[src/rtl/qsr_pkg.sv]
package qsr_pkg;
  localparam int SSE_BIT  = 0;
  localparam int MODE_LSB = 1;

  function automatic int cie_bit(input int mode_w);
    return MODE_LSB + mode_w;
  endfunction

  function automatic int pie_bit(input int mode_w);
    return MODE_LSB + mode_w + 1;
  endfunction

  function automatic int done_idx(input int q);
    return 2 * q;
  endfunction

  function automatic int pause_idx(input int q);
    return 2 * q + 1;
  endfunction

  function automatic int ovr_idx(input int num_q, input int q);
    return 2 * num_q + q;
  endfunction
endpackage

[src/rtl/qsr_flag_bit.sv]
// One software-clearable status bit with its read-arm state.
module qsr_flag_bit (
  input  logic clk,
  input  logic rst,
  input  logic set_i,
  input  logic arm_ld_i,
  input  logic wr_i,
  input  logic wbit_i,
  output logic flag_o
);
  logic armed;

  always_ff @(posedge clk) begin
    if (rst) begin
      flag_o <= 1'b0;
      armed  <= 1'b0;
    end else begin
      if (set_i)
        flag_o <= 1'b1;
      else if (wr_i && armed && !wbit_i)
        flag_o <= 1'b0;
      if (wr_i)
        armed <= 1'b0;
      else if (arm_ld_i)
        armed <= flag_o;
    end
  end
endmodule

[src/rtl/qsr_ctrl_reg.sv]
// Per-queue control word: mode, interrupt enables and a single-scan strobe.
module qsr_ctrl_reg
  import qsr_pkg::*;
#(
  parameter int MODE_W = 2
) (
  input  logic              clk,
  input  logic              rst,
  input  logic              wr_i,
  input  logic [MODE_W+2:0] wdata_i,
  output logic [MODE_W-1:0] mode_o,
  output logic              cie_o,
  output logic              pie_o,
  output logic              start_o,
  output logic [MODE_W+2:0] rd_o
);
  always_ff @(posedge clk) begin
    if (rst) begin
      mode_o  <= '0;
      cie_o   <= 1'b0;
      pie_o   <= 1'b0;
      start_o <= 1'b0;
    end else begin
      start_o <= wr_i && wdata_i[SSE_BIT];
      if (wr_i) begin
        mode_o <= wdata_i[MODE_LSB +: MODE_W];
        cie_o  <= wdata_i[cie_bit(MODE_W)];
        pie_o  <= wdata_i[pie_bit(MODE_W)];
      end
    end
  end

  // Strobe bit is never stored, so it reads as zero.
  assign rd_o = {pie_o, cie_o, mode_o, 1'b0};
endmodule

[src/rtl/qsr_irq_gen.sv]
// Registered per-queue interrupt request.
module qsr_irq_gen #(
  parameter int NUM_Q = 2
) (
  input  logic             clk,
  input  logic             rst,
  input  logic [NUM_Q-1:0] done_i,
  input  logic [NUM_Q-1:0] pause_i,
  input  logic [NUM_Q-1:0] cie_i,
  input  logic [NUM_Q-1:0] pie_i,
  output logic [NUM_Q-1:0] irq_o
);
  always_ff @(posedge clk) begin
    if (rst) irq_o <= '0;
    else     irq_o <= (done_i & cie_i) | (pause_i & pie_i);
  end
endmodule

[src/rtl/qseq_status_regs.sv]
module qseq_status_regs
  import qsr_pkg::*;
#(
  parameter int NUM_Q  = 2,
  parameter int DATA_W = 16,
  parameter int ADDR_W = 4,
  parameter int MODE_W = 2,
  parameter int VIEW_W = 8
) (
  input  logic                    clk,
  input  logic                    rst,
  input  logic                    bus_wr,
  input  logic                    bus_rd,
  input  logic [ADDR_W-1:0]       bus_addr,
  input  logic [DATA_W-1:0]       bus_wdata,
  output logic [DATA_W-1:0]       bus_rdata,
  input  logic [NUM_Q-1:0]        ev_done,
  input  logic [NUM_Q-1:0]        ev_pause,
  input  logic [NUM_Q-1:0]        ev_trig_ovr,
  input  logic [VIEW_W-1:0]       seq_view,
  output logic [NUM_Q*MODE_W-1:0] q_mode,
  output logic [NUM_Q-1:0]        scan_start,
  output logic [NUM_Q-1:0]        irq
);
  localparam int NUM_FLAGS = 3 * NUM_Q;
  localparam int CTRL_W    = MODE_W + 3;
  localparam logic [ADDR_W-1:0] STAT_ADDR = ADDR_W'(NUM_Q);

  logic [NUM_FLAGS-1:0] flags;
  logic [NUM_FLAGS-1:0] set_vec;
  logic [NUM_Q-1:0]     cie, pie, done_f, pause_f;
  logic [DATA_W-1:0]    ctrl_word [NUM_Q];
  logic [DATA_W-1:0]    stat_word;
  logic [DATA_W-1:0]    rd_next;
  logic                 stat_wr, stat_rd;
  logic                 unused_wdata;

  assign stat_wr      = bus_wr && (bus_addr == STAT_ADDR);
  assign stat_rd      = bus_rd && !bus_wr && (bus_addr == STAT_ADDR);
  assign unused_wdata = ^bus_wdata;

  genvar q;
  generate
    for (q = 0; q < NUM_Q; q++) begin : g_queue
      logic [CTRL_W-1:0] rd_bits;

      assign set_vec[done_idx(q)]         = ev_done[q];
      assign set_vec[pause_idx(q)]        = ev_pause[q];
      assign set_vec[ovr_idx(NUM_Q, q)]   = ev_trig_ovr[q];
      assign done_f[q]                    = flags[done_idx(q)];
      assign pause_f[q]                   = flags[pause_idx(q)];

      qsr_ctrl_reg #(.MODE_W(MODE_W)) u_ctrl (
        .clk     (clk),
        .rst     (rst),
        .wr_i    (bus_wr && (bus_addr == ADDR_W'(q))),
        .wdata_i (bus_wdata[CTRL_W-1:0]),
        .mode_o  (q_mode[q*MODE_W +: MODE_W]),
        .cie_o   (cie[q]),
        .pie_o   (pie[q]),
        .start_o (scan_start[q]),
        .rd_o    (rd_bits)
      );

      assign ctrl_word[q] = {{(DATA_W-CTRL_W){1'b0}}, rd_bits};
    end

    for (q = 0; q < NUM_FLAGS; q++) begin : g_flag
      qsr_flag_bit u_bit (
        .clk      (clk),
        .rst      (rst),
        .set_i    (set_vec[q]),
        .arm_ld_i (stat_rd),
        .wr_i     (stat_wr),
        .wbit_i   (bus_wdata[q]),
        .flag_o   (flags[q])
      );
    end
  endgenerate

  qsr_irq_gen #(.NUM_Q(NUM_Q)) u_irq (
    .clk     (clk),
    .rst     (rst),
    .done_i  (done_f),
    .pause_i (pause_f),
    .cie_i   (cie),
    .pie_i   (pie),
    .irq_o   (irq)
  );

  always_comb begin
    stat_word = '0;
    stat_word[NUM_FLAGS-1:0] = flags;
    stat_word[DATA_W-1 -: VIEW_W] = seq_view;
  end

  always_comb begin
    rd_next = '0;
    if (bus_addr == STAT_ADDR)
      rd_next = stat_word;
    else
      for (int i = 0; i < NUM_Q; i++)
        if (bus_addr == ADDR_W'(i)) rd_next = ctrl_word[i];
  end

  always_ff @(posedge clk) begin
    if (rst)                  bus_rdata <= '0;
    else if (bus_rd && !bus_wr) bus_rdata <= rd_next;
  end
endmodule

[config.mk]
export PLATFORM = sky130hd
export DESIGN_NAME = qseq_status_regs
export DESIGN_NICKNAME = d
export VERILOG_FILES = /design/src/rtl/qsr_pkg.sv /design/src/rtl/qsr_flag_bit.sv /design/src/rtl/qsr_ctrl_reg.sv /design/src/rtl/qsr_irq_gen.sv /design/src/rtl/qseq_status_regs.sv
export SDC_FILE = /design/constraint.sdc
export NUM_CORES = 1
export LEC_CHECK = 0
export CAP_MARGIN = 25
export CORE_ASPECT_RATIO = 0.7
export CORE_MARGIN = 5
export CORE_UTILIZATION = 43
export DETAILED_ROUTE_END_ITERATION = 8
export PLACE_DENSITY = 0.78
export SLEW_MARGIN = 20
export SYNTH_ARGS = -nofsm -noshare
export SYNTH_HDL_FRONTEND = slang
export SYNTH_SLANG_ARGS = --single-unit
export TNS_END_PERCENT = 50
[constraint.sdc]
create_clock -name clk -period 2.2 [get_ports clk]
set_input_delay 0.44 -clock clk [delete_from_list [all_inputs] [get_ports clk]]
set_output_delay 0.44 -clock clk [all_outputs]
set_load 0.02 [all_outputs]
; ---- Word-level counts from Yosys, hierarchy flattened
; Cells that the tools add are included.
[totals]
register_bits = 40
latchBits = 0
mem_bits_rw = 0
romBits = 0
in_bits = 38
output_inout_bits = 24
word_cells = 76
memories = 0
[op_classes]
addsub = 0
multipliers = 0
div = 0
n_lt_le_gt_ge = 0
eq_ne = 2
shift = 0
muxes = 15
n_bitwise = 3
n_reduce_logical = 34
[ops]
columns = operator, count
row1 = two-way mux 16 bit, 2
row2 = logical AND 1 bit, 19
row3 = two-way mux 1 bit, 12
row4 = nonzero test 2 bit, 6
row5 = zero test 1 bit, 7
row6 = two-way mux 5 bit, 1
row7 = AND 2 bit, 2
row8 = == test 4 x 1 -> 1 bit (second input constant), 1
row9 = == test 4 x 2 -> 1 bit (second input constant), 1
row10 = zero test 4 bit, 1
row11 = bitwise OR 2 bit, 1
row12 = OR reduction 2 bit, 1

; ---- Logic depth before layout (Yosys ltp)
[logic_depth]
depth_word = 6
mapped_depth = 6
depth_no_buf = 3

; ---- Cells and area by module
; Synthesis repeated with hierarchy kept, for this count alone.
[unflattened]
cells_unflattened = 172
area_unflattened_um2 = 1654.1
[modules_own_cells]
columns = module, instances, cells_per_inst, area_each_um2, seq_area_each_um2
row1 = qseq_status_regs, 1, 80, 673.1, 280.3
row2 = qsr_flag_bit, 6, 7, 81.3, 40.0
row3 = qsr_ctrl_reg, 2, 22, 215.2, 100.1
row4 = qsr_irq_gen, 1, 6, 62.6, 40.0

; ---- Worst setup path before layout
; No wires, ideal clock.
[synth_path]
kind = in2reg
start = input port bus_addr[0]
end = register bus_rdata[0]
setup_time_ns = 0.058
arrival_time_ns = 1.746
required_time_ns = 2.142
slack_ns = 0.396
stages = 6
n_path_buf = 3
path_cell_list = buf_4 > or4b_1 > buf_2 > nor3b_4 > buf_6 > a22o_2
[synth_between]
elab_chain_len = 3
word_cells_on_any_way = 4
cone_classes = eq/ne (2) / mux (2)
[synth_rtl]
columns = element, line_no
row1 = "start, declared", qseq_status_regs.sv:14  ; input logic [ADDR_W-1:0] bus_addr,
row2 = == test 4 x 1 -> 1 bit, qseq_status_regs.sv:103  ; if (bus_addr == ADDR_W'(i)) rd_next = ctrl_word[i];
row3 = two-way mux 16 bit, qseq_status_regs.sv:103
row4 = two-way mux 16 bit (*), qseq_status_regs.sv:99  ; if (bus_addr == STAT_ADDR)
row5 = "end signal, assigned", qseq_status_regs.sv:108  ; else if (bus_rd && !bus_wr) bus_rdata <= rd_next;
row6 = "end, declared", qseq_status_regs.sv:16  ; output logic [DATA_W-1:0] bus_rdata,
; Every way passes the cells marked *; elsewhere a longest branch is shown, timed or not.
; A chain may end at the register's enable or synchronous reset.

; ---- Worst setup path in the final report
[layout_path]
start = input port bus_wr
end = register bus_rdata[1]
[layout_between]
elab_chain_len = 2
[layout_rtl]
columns = element, line_no
row1 = "start, declared", qseq_status_regs.sv:12  ; input logic bus_wr,
row2 = zero test 1 bit, qseq_status_regs.sv:108
row3 = logical AND 1 bit, qseq_status_regs.sv:108
; No other way between the ends.

==> flow_summary_export.csv <==
group,metric,value,unit
placement,gp_congestion,0.889,
drt,avgRoutedWirePerCell,15.6,um
worst_setup_path,reg2regPathDepth,3,
pwr,peakVddDrop,343,uV
finish,diodes,0,
die,die_w,83.0,um
grt,grt_max_degree,34,
finish,multi_input_area,706,sq um
clock_tree,cts_setup_buffers,0,
die,die-area,5070,sq um
drt,vias,1393,
placement,placed_cell_area,2170,sq um
timing,setup_viol,0,
drt,route.detailed.drc,0,
worst_hold_path,hp-class,"flip-flop to flip-flop",
drt,dr.first_iter.drc_count,93,
placement,io_buffers,49,
finish,layout-drive-gt1-share,16.4,%
clock_tree,cts_tree,"built",
worst_setup_path,start_kind,"input port",
finish,n_fill_cell,315,
clock_tree,hold_buffers,0,
clock_tree,postCtsResizedCells,0,
finish,fin_area,2240,sq um
yosys,ys_seq_elements,38,
worst_setup_path,crit_required,2.43,ns
yosys,synthTopCellsByCount,"dfxtp_1 (38), nand2b_1 (18), mux2i_1 (12), a22o_2 (10), inv_1 (10)",
clock_tree,htreeDepth,2,
worst_setup_path,cp_slowest_stage_delay,0.74,ns
finish,area_growth,40.0,%
worst_setup_path,r2r_setup_slack,1.19,ns
pwr,power_leakage,0.850,nW
clock_tree,cts_buffers,5,
timing,max_slew_margin,40.7,%
yosys,synth_edf_count,0,
die,die-height,61.1,um
yosys,yosysWarnings,0,
grt,grt_pass1_vias,1360,
worst_setup_path,r2r_end,"bus_rdata[2]$_SDFFE_PP0N_",
drt,drtPass1Iterations,4,
timing,slew_violations,0,
finish,final_nets,252,
worst_setup_path,cp_max_fo,4,
grt,grt_overflow,0,
grt,grt_pass1_wl,6610,um
yosys,synth_cell_types,27,
status,status,"completed",
die,core,3560,sq um
drt,vias_per_cell,5.28,
placement,dpl.hpwl,3060,um
yosys,synthArstFlopShare,0,%
worst_setup_path,crit_end,"bus_rdata[1]$_SDFFE_PP0N_",
yosys,syn_inst,161,
clock_tree,clk_latency,0.29,ns
clock_tree,cts_root_buf,"clkbuf_8",
worst_setup_path,endpoint_kind,"flip-flop",
pwr,power,0.00130,W
finish,ff_latch_area,761,sq um
grt,grtUsageTotal,17.1,%
yosys,synth_flop_cell,"dfxtp_1",
finish,final_util,63.0,%
yosys,ys_seq_area_share,47.5,%
pwr,p_per_area,578,nW/um^2
yosys,yosysTopAreaCell,"dfxtp_1",
clock_tree,clock_sinks,38,
clock_tree,clk_path_buf_depth,2,
worst_setup_path,cp-startpoint,"bus_wr",
die,std_cell_rows,18,
yosys,synth_top_cell_area_share,47.5,%
clock_tree,clkSlewWorstSetupHoldPaths,0.06,ns
worst_setup_path,path_cells,"clkdlybuf4s50_1 -> or4b_2 -> nor4_1 -> a221o_2",
grt,antenna_found_initial,0,
timing,fin_crit_sh,87.4,%
timing,fmax,520,MHz
drt,drt-total-wl,4110,um
worst_setup_path,setup.worst_path.class,"input port to flip-flop",
timing,final.setup_skew,0.00660,ns
timing,setup-tns-final,0,ns
yosys,synth_area,1600,sq um
die,ios,62,
timing,layout_min_cycle_time,1.92,ns
worst_setup_path,crit_slowest_cell,"or4b_2",
yosys,synth.area.top_cells,"dfxtp_1 (47%), mux2i_1 (7.5%), nand2b_1 (7.0%), a22o_2 (6.2%), nor4_1 (2.7%)",
timing,grt_setup_unrepaired,"no",
drt,ant_nets,0,
die,initial_core_util,45.0,%
worst_setup_path,r2r_start,"g_queue[1].u_ctrl.mode_o[1]$_SDFFE_PP0P_",
run,cap_violations,0,
yosys,postSynthAreaPerCell,9.96,sq um
yosys,yosysMostFrequentCell,"dfxtp_1",
worst_setup_path,worst_ep_arrival_time,2.15,ns
timing,hold_viol,0,
timing,worst_slew_pin_slew,0.886,ns
[cell usage in the layout (no fill, tap or decap), drive strengths merged]
cell / count
mux2i: 12
or4b: 3
a22o: 10
clkbuf: 7
a22oi: 2
dfxtp: 38
conb: 2
o21ai: 6
a221o: 4
or3b: 1
nor4: 7
buf: 13
o22ai: 4
nand3: 6
nor2: 6
or4: 1
nand2b: 18
nor3b: 1
o41ai: 2
nor4b: 3
clkdlybuf4s50: 49
a21oi: 8
inv: 10
nor2b: 1
[worst min path at each step]
stage | startpoint | endpoint | slack (ns) | depth (start not counted)
2_1_floorplan | g_flag[4].u_bit.armed$_SDFFE_PP0P_ | g_flag[4].u_bit.armed$_SDFFE_PP0P_ | 0.45 | 2
3_3_place_gp | bus_rdata[11]$_SDFFE_PP0N_ | bus_rdata[11]$_SDFFE_PP0N_ | 0.46 | 1
3_5_place_dp | bus_rdata[12]$_SDFFE_PP0N_ | bus_rdata[12]$_SDFFE_PP0N_ | 0.46 | 1
4_1_cts | g_flag[3].u_bit.armed$_SDFFE_PP0P_ | g_flag[3].u_bit.armed$_SDFFE_PP0P_ | 0.48 | 2
5_1_grt | bus_rdata[12]$_SDFFE_PP0N_ | bus_rdata[12]$_SDFFE_PP0N_ | 0.49 | 1
6_report | g_flag[3].u_bit.armed$_SDFFE_PP0P_ | g_flag[3].u_bit.armed$_SDFFE_PP0P_ | 0.48 | 2
[cells by family (layout without fill, tap and decap cells)]
group	after synthesis	after routing	share of synthesized area (%)
AND/OR/NAND/NOR	47	47	19.1
multiplexers	12	12	7.49
other	1	2	0.234
buffers and inverters	27	79	8.74
AO/OA/AOI/OAI	36	36	16.9
flip-flops	38	38	47.5
[report_power, final]
group          internal [W]  total (W)  leakage [nW]  switching, W
Clock              0.000218   0.000435        0.0383      0.000217
Combinational     0.0000824   0.000145         0.503     0.0000630
Sequential         0.000702   0.000717         0.308     0.0000152
[critical path, delay by kind of cell]
kind                   cells  cell delay (ns)
and+or+nand+nor            2             1.10
buffers and inverters      1             0.44
AOI/OAI and AO/OA          1             0.17
[per-layer routing]
| metal | GRT usage [%] | wire length (um) | vias to the layer above | share of wire (%) |
|---|---|---|---|---|
| li1 | - | - | 675 | - |
| met1 | 20.0 | 1740 | 654 | 42 |
| met2 | 29.0 | 2030 | 53 | 49 |
| met3 | 5.75 | 242 | 11 | 5.9 |
| met4 | 8.86 | 104 | 0 | 2.5 |
| met5 | 0 | 0 | - | 0 |
[metrics by stage]
step           hold slack, ns  cells  setup WS [ns]
2_1_floorplan           0.449    162          0.396
3_5_place_dp            0.461    257       -0.00270
3_3_place_gp            0.459    257         0.0448
4_1_cts                 0.479    264          0.295
6_report                0.477    264          0.278
5_1_grt                 0.493    264          0.197
[sequential cells by signal, summed over array words and instances, names as in the netlist]
name and flops:
g_queue.u_ctrl.cie_o 2, g_queue.u_ctrl.pie_o 2, u_irq.irq_o 2, g_flag.u_bit.flag_o 6, g_flag.u_bit.armed 6, g_queue.u_ctrl.mode_o 4
bus_rdata 14, g_queue.u_ctrl.start_o 2
[area by class of cell]
| cell class | count | area share, % |
|---|---|---|
| inverter | 10 | 1.67 |
| multi-input combinational | 97 | 31.5 |
| sequential | 38 | 33.9 |
| tap | 50 | 2.79 |
| clock buffer | 7 | 3.40 |
| timing repair buffer | 62 | 26.8 |
Note: power is estimated with default switching activity, not from simulation.
